$ cat config.mk
export PLATFORM = sky130hd
export DESIGN_NAME = pulse_pin_gen
export DESIGN_NICKNAME = d
export VERILOG_FILES = /design/src/rtl/pgen_pkg.sv /design/src/rtl/pgen_timer.sv /design/src/rtl/pgen_counter.sv /design/src/rtl/pgen_shaper.sv /design/src/rtl/pulse_pin_gen.sv
export SDC_FILE = /design/constraint.sdc
export NUM_CORES = 1
export LEC_CHECK = 0
export BUFFER_PORTS_ARGS = -buffer_cell sky130_fd_sc_hd__buf_2
export CORE_AREA = 2 2 101 103
export DETAILED_ROUTE_END_ITERATION = 16
export DIE_AREA = 0 0 103 105
export GPL_TIMING_DRIVEN = 0
export HOLD_SLACK_MARGIN = 0.03
export PLACE_DENSITY = 0.77
export RECOVER_POWER = 25
export SKIP_CTS_REPAIR_TIMING = 1
export SYNTH_ARGS = -nofsm -noshare
export SYNTH_HDL_FRONTEND = slang
export SYNTH_HIERARCHICAL = 1
export SYNTH_SLANG_ARGS = --single-unit
$ cat constraint.sdc
create_clock -name clk_i -period 4.77 [get_ports clk_i]
set_input_delay 1.1925 -clock clk_i [delete_from_list [all_inputs] [get_ports clk_i]]
set_output_delay 1.1925 -clock clk_i [all_outputs]
set_load 0.05 [all_outputs]
$ cat src/rtl/pgen_pkg.sv
package pgen_pkg;
   typedef enum logic {
      PG_PULSE  = 1'b0,
      PG_TOGGLE = 1'b1
   } pg_mode_e;
endpackage

$ cat src/rtl/pgen_timer.sv
module pgen_timer #(
   parameter int PER_W = 16
) (
   input  logic             clk_i,
   input  logic             rst_ni,
   input  logic             en_i,
   input  logic             x_wr_i,
   input  logic [PER_W-1:0] x_data_i,
   output logic [PER_W-1:0] per_o,
   output logic [PER_W-1:0] timer_o,
   output logic             bnd_o
);
   localparam logic [PER_W-1:0] ONE = PER_W'(1);

   logic [PER_W-1:0] per_q;
   logic [PER_W-1:0] timer_q;

   // period register: written only while armed
   always_ff @(posedge clk_i or negedge rst_ni) begin
      if (!rst_ni)                per_q <= '0;
      else if (en_i && x_wr_i)    per_q <= x_data_i;
   end

   assign per_o   = (per_q == '0) ? ONE : per_q;
   assign bnd_o   = en_i && (timer_q >= per_o - ONE);
   assign timer_o = timer_q;

   always_ff @(posedge clk_i or negedge rst_ni) begin
      if (!rst_ni)       timer_q <= '0;
      else if (!en_i)    timer_q <= '0;
      else if (bnd_o)    timer_q <= '0;
      else               timer_q <= timer_q + ONE;
   end


   timer_idle_chk: assert property (@(posedge clk_i) disable iff (!rst_ni)
      !en_i |=> timer_q == '0);

   timer_wrap_chk: assert property (@(posedge clk_i) disable iff (!rst_ni)
      (en_i && bnd_o) |=> timer_q == '0);
endmodule

$ cat src/rtl/pgen_counter.sv
module pgen_counter #(
   parameter int CNT_W = 16
) (
   input  logic             clk_i,
   input  logic             rst_ni,
   input  logic             en_i,
   input  logic             bnd_i,
   input  logic             bypass_i,
   input  logic             y_wr_i,
   input  logic [CNT_W-1:0] y_data_i,
   output logic [CNT_W-1:0] count_o,
   output logic             busy_o,
   output logic             fire_o,
   output logic             done_o
);
   localparam logic [CNT_W-1:0] ONE = CNT_W'(1);

   logic [CNT_W-1:0] count_q, pend_q, next_cnt;
   logic             pend_v_q, busy_q, imm;

   assign imm      = bypass_i && y_wr_i;
   assign next_cnt = imm ? y_data_i : (pend_v_q ? pend_q : count_q);
   assign fire_o   = bnd_i && (next_cnt != '0);

   always_ff @(posedge clk_i or negedge rst_ni) begin
      if (!rst_ni) begin
         count_q  <= '0;
         pend_q   <= '0;
         pend_v_q <= 1'b0;
         busy_q   <= 1'b0;
      end else if (!en_i) begin
         count_q  <= '0;
         pend_v_q <= 1'b0;
         busy_q   <= 1'b0;
      end else begin
         if (y_wr_i) pend_q <= y_data_i;
         if (bnd_i) begin
            busy_q   <= fire_o;
            count_q  <= fire_o ? next_cnt - ONE : '0;
            pend_v_q <= y_wr_i && !imm;
         end else if (y_wr_i) begin
            pend_v_q <= 1'b1;
         end
      end
   end

   assign count_o = count_q;
   assign busy_o  = busy_q;
   assign done_o  = (count_q == '0) && !pend_v_q;


   hold_between_chk: assert property (@(posedge clk_i) disable iff (!rst_ni)
      (en_i && !bnd_i) |=> $stable(count_q));

   idle_period_chk: assert property (@(posedge clk_i) disable iff (!rst_ni)
      (en_i && bnd_i && !fire_o) |=> (!busy_q && count_q == '0));

   bypass_start_chk: assert property (@(posedge clk_i) disable iff (!rst_ni)
      (en_i && bypass_i && y_wr_i && y_data_i != '0) |=> busy_q);
endmodule

$ cat src/rtl/pgen_shaper.sv
module pgen_shaper
   import pgen_pkg::*;
#(
   parameter int PER_W     = 16,
   parameter bit TOGGLE_EN = 1'b1
) (
   input  logic             clk_i,
   input  logic             rst_ni,
   input  logic             en_i,
   input  pg_mode_e         mode_i,
   input  logic             fire_i,
   input  logic             busy_i,
   input  logic [PER_W-1:0] per_i,
   input  logic [PER_W-1:0] timer_i,
   output logic             pin_o
);
   localparam logic [PER_W-1:0] ONE = PER_W'(1);

   logic [PER_W-1:0] half, hi_len;
   logic             pulse_lvl;

   assign half      = per_i >> 1;
   assign hi_len    = (half == '0) ? ONE : half;
   assign pulse_lvl = busy_i && (timer_i < hi_len);

   generate
      if (TOGGLE_EN) begin : g_toggle
         logic tog_q;
         always_ff @(posedge clk_i or negedge rst_ni) begin
            if (!rst_ni)                          tog_q <= 1'b0;
            else if (!en_i)                       tog_q <= 1'b0;
            else if (fire_i && mode_i == PG_TOGGLE) tog_q <= ~tog_q;
         end
         assign pin_o = (mode_i == PG_TOGGLE) ? tog_q : pulse_lvl;


         tog_steady_chk: assert property (@(posedge clk_i) disable iff (!rst_ni)
            (en_i && !fire_i) |=> $stable(tog_q));
      end else begin : g_pulse_only
         logic unused_mode;
         assign unused_mode = (mode_i == PG_TOGGLE) ^ fire_i;
         assign pin_o = pulse_lvl;
      end
   endgenerate


   pin_idle_chk: assert property (@(posedge clk_i) disable iff (!rst_ni)
      !en_i |=> !pin_o);
endmodule

$ cat src/rtl/pulse_pin_gen.sv
module pulse_pin_gen
   import pgen_pkg::*;
#(
   parameter int PER_W     = 16,
   parameter int CNT_W     = 16,
   parameter bit TOGGLE_EN = 1'b1
) (
   input  logic             clk_i,
   input  logic             rst_ni,
   input  logic             en_i,
   input  logic             mode_i,
   input  logic             x_wr_i,
   input  logic [PER_W-1:0] x_data_i,
   input  logic             y_wr_i,
   input  logic [CNT_W-1:0] y_data_i,
   output logic             pin_o,
   output logic [CNT_W-1:0] remain_o,
   output logic             done_o
);
   localparam logic [PER_W-1:0] P_ONE = PER_W'(1);

   generate
      if (PER_W < 2) begin : g_bad_per
         $error("pulse_pin_gen: PER_W must be at least 2");
      end
      if (CNT_W < 1) begin : g_bad_cnt
         $error("pulse_pin_gen: CNT_W must be at least 1");
      end
   endgenerate

   pg_mode_e         mode;
   logic [PER_W-1:0] per, timer;
   logic             bnd, fire, busy, bypass;

   assign mode   = pg_mode_e'(mode_i);
   assign bypass = TOGGLE_EN && (mode == PG_TOGGLE) && (per == P_ONE);

   pgen_timer #(.PER_W(PER_W)) u_timer (
      .clk_i    (clk_i),
      .rst_ni   (rst_ni),
      .en_i     (en_i),
      .x_wr_i   (x_wr_i),
      .x_data_i (x_data_i),
      .per_o    (per),
      .timer_o  (timer),
      .bnd_o    (bnd)
   );

   pgen_counter #(.CNT_W(CNT_W)) u_counter (
      .clk_i    (clk_i),
      .rst_ni   (rst_ni),
      .en_i     (en_i),
      .bnd_i    (bnd),
      .bypass_i (bypass),
      .y_wr_i   (y_wr_i),
      .y_data_i (y_data_i),
      .count_o  (remain_o),
      .busy_o   (busy),
      .fire_o   (fire),
      .done_o   (done_o)
   );

   pgen_shaper #(.PER_W(PER_W), .TOGGLE_EN(TOGGLE_EN)) u_shaper (
      .clk_i   (clk_i),
      .rst_ni  (rst_ni),
      .en_i    (en_i),
      .mode_i  (mode),
      .fire_i  (fire),
      .busy_i  (busy),
      .per_i   (per),
      .timer_i (timer),
      .pin_o   (pin_o)
   );
endmodule

* Yosys cells after proc, flatten, opt, wreduce, memory -nomap -nowiden
Index checks and enable logic that the tools add are counted.
Storage, ports and cells: register bits after elaboration 67, latch bits 0, RAM bits 0, memory bits (read-only) 0, input bits 38, logic and storage cells 50, memories 0
Cells by class: add/subtract/negate cells 3, $mul 0, divide/modulo/power cells 0, magnitude comparators 2, eq/ne operators 4, shift-type cells 0, multiplexer cells 17, bitwise operators 1, reduce and logical (&&, ||, !) cells 16
Operators with widths (number):
- 16-bit two-way mux | 8
- 16-bit zero test | 3
- 16-bit by 1-bit subtractor with 16-bit output, second input constant | 2
- 16-bit by 1-bit adder with 16-bit output, second input constant | 1
- 16-bit by 1-bit == test with 1-bit output, second input constant | 1
- 16-bit greater-or-equal comparator | 1
- 16-bit less-than comparator | 1
- 16-bit nonzero test | 1
- 15-bit two-way mux | 1
- 1-bit logical AND | 9
- 1-bit two-way mux | 8
- 2-bit by 1-bit inequality test with 1-bit output, second input constant | 2
- 3-bit by 1-bit inequality test with 1-bit output, second input constant | 1
- 1-bit zero test | 2
- 2-bit AND reduction | 1
- 1-bit inverter | 1

* Longest topological paths before layout
depth after elaboration 11, gate-level depth with buffers 18, depth with buffers taken out 17

* Hierarchy
The synthesis kept the hierarchy.
By module, submodules not included:
- pgen_timer | instances 1, cells each 214, area each 2130.8 µm², seq. area each 800.8 µm²
- pgen_counter | instances 1, cells each 195, area each 2109.5 µm², seq. area each 850.8 µm²
- pgen_shaper | instances 1, cells each 59, area each 454.2 µm², seq. area each 25.0 µm²
- pulse_pin_gen | instances 1, cells each 6, area each 65.1 µm², seq. area each 0.0 µm²

* Worst setup path before layout
OpenSTA, ideal clock, no wires.
path kind register to register, start reg u_timer.per_q[7], end reg u_counter.count_q[11], in the netlist u_counter/count_o[11], arrival time 4.025 ns, data required time 4.650 ns, slack 0.625 ns, stages on the path, launching flop included 18, buffers on the path 2, path through dfrtp_1 or4_4 nor4b_4 a31oi_1 ha_1 nor3b_1 nand3_1 xor2_1 ha_1 and4_1 nand3_1 o311ai_2 o21a_1 nor2b_1 clkbuf_1 clkbuf_1 nand2_1 o21ai_2
RTL lines:
- start, declared | RTL line pgen_timer.sv:15 | logic [PER_W-1:0] per_q;
- start signal, assigned | RTL line pgen_timer.sv:21 | else if (en_i && x_wr_i) per_q <= x_data_i;
- 16-bit zero test | RTL line pgen_timer.sv:24 | assign per_o = (per_q == '0) ? ONE : per_q;
- 16-bit two-way mux (*) | RTL line pgen_timer.sv:24
- 16-bit by 1-bit subtractor with 16-bit output (*) | RTL line pgen_timer.sv:25 | assign bnd_o = en_i && (timer_q >= per_o - ONE);
- 16-bit greater-or-equal comparator (*) | RTL line pgen_timer.sv:25
- 1-bit logical AND (*) | RTL line pgen_timer.sv:25
- via bnd | RTL line pulse_pin_gen.sv:33 | logic bnd, fire, busy, bypass;
- 1-bit logical AND | RTL line pgen_counter.sv:23 | assign fire_o = bnd_i && (next_cnt != '0);
- 16-bit two-way mux | RTL line pgen_counter.sv:39 | count_q <= fire_o ? next_cnt - ONE : '0;
- 16-bit two-way mux | RTL line pgen_counter.sv:37 | if (bnd_i) begin
- 16-bit two-way mux | RTL line pgen_counter.sv:31 | end else if (!en_i) begin
- end signal, assigned | RTL line pgen_counter.sv:39
- end, declared | RTL line pgen_counter.sv:18 | logic [CNT_W-1:0] count_q, pend_q, next_cnt;
The timed path passes the listed nets; every way through them passes the cells marked *. The select of a mux whose other input is x is not followed. A chain may end at the register's enable or synchronous reset.

* Worst setup path in the final report
start reg u_timer.per_q[7], end reg u_counter.count_q[7], in the netlist u_counter/count_o[7]
Same word-level chain as after synthesis.

==> results.cfg <==
[setup_path]
required_ns = 5.04
crit_path_max_fanout = 10
reg2reg_from = u_timer/per_q[7]
path_class = reg2reg
cp.arrival_ns = 4.78
end_kind = flop
critPathLaunchType = flop
crit_start = u_timer/per_q[7]

[pwr]
comb_power_share_pct = 23.3
power_density_nw_per_um2 = 279.6
p_sw_w = 0.0004732
p_seq_share_pct = 43.2
power_frac_clock_pct = 33.5
irDropWorstVdd_v = 0.0001862
power.total_w = 0.001536
internal_power_w = 0.001062
p_leak_nw = 2.577
switching_share_pct = 30.82

[routing]
drt_pass1_iterations = 5
wl_per_cell_um = 17.07
via_per_inst = 5.832
drt_iter0_drc = 162
wl_met3_um = 575
via_count = 3983
drc_errors = 0
final_antenna_net_count = 0
wl_met1_mm = 4.995
wirelength_mm = 11.66
wl_met2_mm = 5.902
highest_layer = met4

[floorplanning]
chipHeight_um = 105
core_um2 = 9639
die_area_um2 = 10820
initial_utilization_pct = 49.38
die_x_um = 103
rows = 36
boundaryPins = 56

[synthesis]
synth_cell_types = 66
yosys.area.top_type = dfrtp_1
seq_area_frac_synth_pct = 35.23
synth_seq_cells = 67
synth.top_cell.area_share_pct = 35.23
synthTopCellsByArea = dfrtp_1 (35%), mux2_2 (8.8%), ha_1 (8.7%)
syn_nets = 545
async_reset_ff_share_pct = 100.0
synth_cells = 474
synth_edf_count = 0
ys_warn_count = 6
synth.avg_cell_area_um2 = 10.04
syn_area_um2 = 4760
ys.flop_type = dfrtp_1

[status]
outcome = finished with violations
failed_checks = capacitance limit, slew limit

[finish]
diodes = 0
stdcell_area_um2 = 5492
regArea_um2 = 1677
syn_to_final_growth_pct = 15.38
multi_input_area_um2 = 2878
num-nets-final = 616
utilization_pct = 56.97
drive_gt1_share_pct = 28.91
fillCellCount = 838

[placement]
dp_hpwl_mm = 8.584
routabilityCongestion = 0.9199
dp_worst_setup_slack_ns = -0.1680
port_buffers = 55
placed_cell_area_um2 = 5204

[hold_path]
worstHoldStart = u_counter/busy_o
hp-class = reg2reg

[timing]
fin_crit_ns = 4.505
hold_viol_final = 0
tightest_slew_ns = 1.704
finalSetupViolCount = 0
fin_skew_ns = 0.01526
period_share_pct = 94.45
slew_viol_final = 68
max_freq_mhz = 222.0
maxSlewHeadroom_pct = -13.57
rsz0062_at_grt = no
worst_slack_ns = 0.2648

[clocking]
cts_buffer_depth = 2
clk_latency_ns = 0.35
clkTransAtPathRegs_ns = 0.07
cts_tree = yes
root_buffer = clkbuf_8
cts.sinks = 67
numCtsBuffers = 9
htree_levels = 3

[grt]
grt_pass1_wl_mm = 18.93
gr-total-overflow = 0
grt_pass1_vias = 3977
grt_max_degree = 68
grt_antenna_before_repair = 0
grt.total_usage_pct = 22.03

[run]
maxCapViolCount = 1
## critical path: stages (launching register included)
cell and delay [ns]:
dfrtp_1 0.43, or4_4 0.58, nor4b_4 0.35, a31oi_1 0.20, ha_1 0.31, nor3b_2 0.21, nand2_1 0.10, xor2_1 0.08
ha_1 0.31, and3_1 0.21, o2111ai_1 0.18, o311ai_4 0.44, o21a_1 0.31, nand2_1 0.18, a21o_4 0.24, buf_12 0.15
o21ai_2 0.13
## cells in the mapped netlist, drive strengths merged, types with 2 or more instances
cell type and number:
nand4 10, xnor2 18, or3 2, a211oi 7, a221oi 2, dfrtp 67, a31oi 2, clkbuf 19
and4 2, nor2b 2, nor3b 4, inv 23, nand2 38, a21oi 14, or4 5, o22ai 2
o31ai 2, a21o 6, a22o 2, o21a 2, mux2i 19, nor4b 4, o2111ai 2, xor2 13
ha 33, nor4 18, mux2 41, nor3 24, o211ai 2, and3 5, and2 4, buf 8
nand3 21, o21ai 23, nor2 15
## cell usage in the layout, fill, tap and decap left out, drive strengths merged, types with 2 or more instances in the layout
cell	netlist	routed
ha	33	33
mux2	41	41
o2111ai	2	2
a22o	2	2
and3	5	5
dfrtp	67	67
nand3	21	21
clkbuf	19	32
o31ai	2	2
a31oi	2	2
and2	4	4
nor3b	4	4
a211oi	7	7
nor3	24	24
inv	23	23
clkinv	0	2
mux2i	19	19
nor4b	4	4
or3	2	2
xor2	13	13
o211ai	2	2
buf	8	66
nand4	10	10
xnor2	18	18
o22ai	2	2
and4	2	2
o21a	2	2
nand2	38	38
or4	5	5
a21oi	14	14
o21ai	23	23
a21o	6	6
nor4	18	18
a221oi	2	2
nor2	15	15
nor2b	2	2
bufinv	0	2
## power groups by stage
stage               Sequential (W)  Combinational, W  Clock [W]
floorplan                 0.000656          0.000259          0
CTS                       0.000661          0.000349   0.000522
detailed placement        0.000671          0.000348          0
global route              0.000670          0.000394   0.000551
finish                    0.000663          0.000358   0.000514
global placement          0.000668          0.000333          0
## worst paths after layout
kind / end / slack [ns] / cells past startpoint
max: u_counter/count_o[7] / 0.26 / 16
min reg2reg: u_counter/busy_o / 0.49 / 2
max reg2reg: u_counter/count_o[7] / 0.26 / 16
min: u_counter/busy_o / 0.49 / 2
min in group asynchronous: u_timer/timer_o[3] / 1.26 / 1
max in group asynchronous: u_timer/timer_o[10] / 2.47 / 1
## metal layers
metal / vias up / GRT usage (%)
met5: - / 0
met4: 0 / 5.357
met3: 17 / 5.217
met2: 116 / 36.73
met1: 1969 / 28.60
li1: 1881 / -
## kinds of logic (layout without fill, tap and decap cells)
| group | Yosys count | in the layout | share of synthesized area (%) |
|---|---|---|---|
| flops | 67 | 67 | 35.23 |
| mux | 60 | 60 | 14.27 |
| compound gates | 73 | 73 | 11.15 |
| fa+ha+maj | 33 | 33 | 8.675 |
| buf+inv | 51 | 127 | 5.126 |
| simple gates | 159 | 159 | 19.85 |
| xor+xnor | 31 | 31 | 5.705 |
## sequential cells by signal (all words and copies together), names as in the netlist
signal and count:
u_counter/pend_v_q 1, u_counter/count_o 16, u_counter/busy_o 1, u_timer/per_q 16, u_timer/timer_o 16, u_counter/pend_q 16, u_shaper/g_toggle.tog_q 1
## final cells by class
| cell class | count | share of cell area (%) |
|---|---|---|
| inverters | 23 | 1.572 |
| plain buffers | 28 | 2.962 |
| repair buffers | 60 | 5.696 |
| clock buffers | 11 | 2.392 |
| clock inverters | 5 | 1.413 |
| well taps | 133 | 3.030 |
| flip-flops and latches | 67 | 30.53 |
| multi-input cells | 356 | 52.40 |
## metrics by stage
stage | instances | TNS (ns) | hold slack (ns)
after floorplan | 474 | 0 | 0.4380
after global placement | 662 | -0.6380 | 0.4633
after detailed placement | 662 | -1.767 | 0.4857
after CTS | 678 | -1.901 | 0.5020
after global routing | 683 | 0 | 0.5190
final | 683 | 0 | 0.4918
No activity file was read; power rests on OpenSTA's default activity.
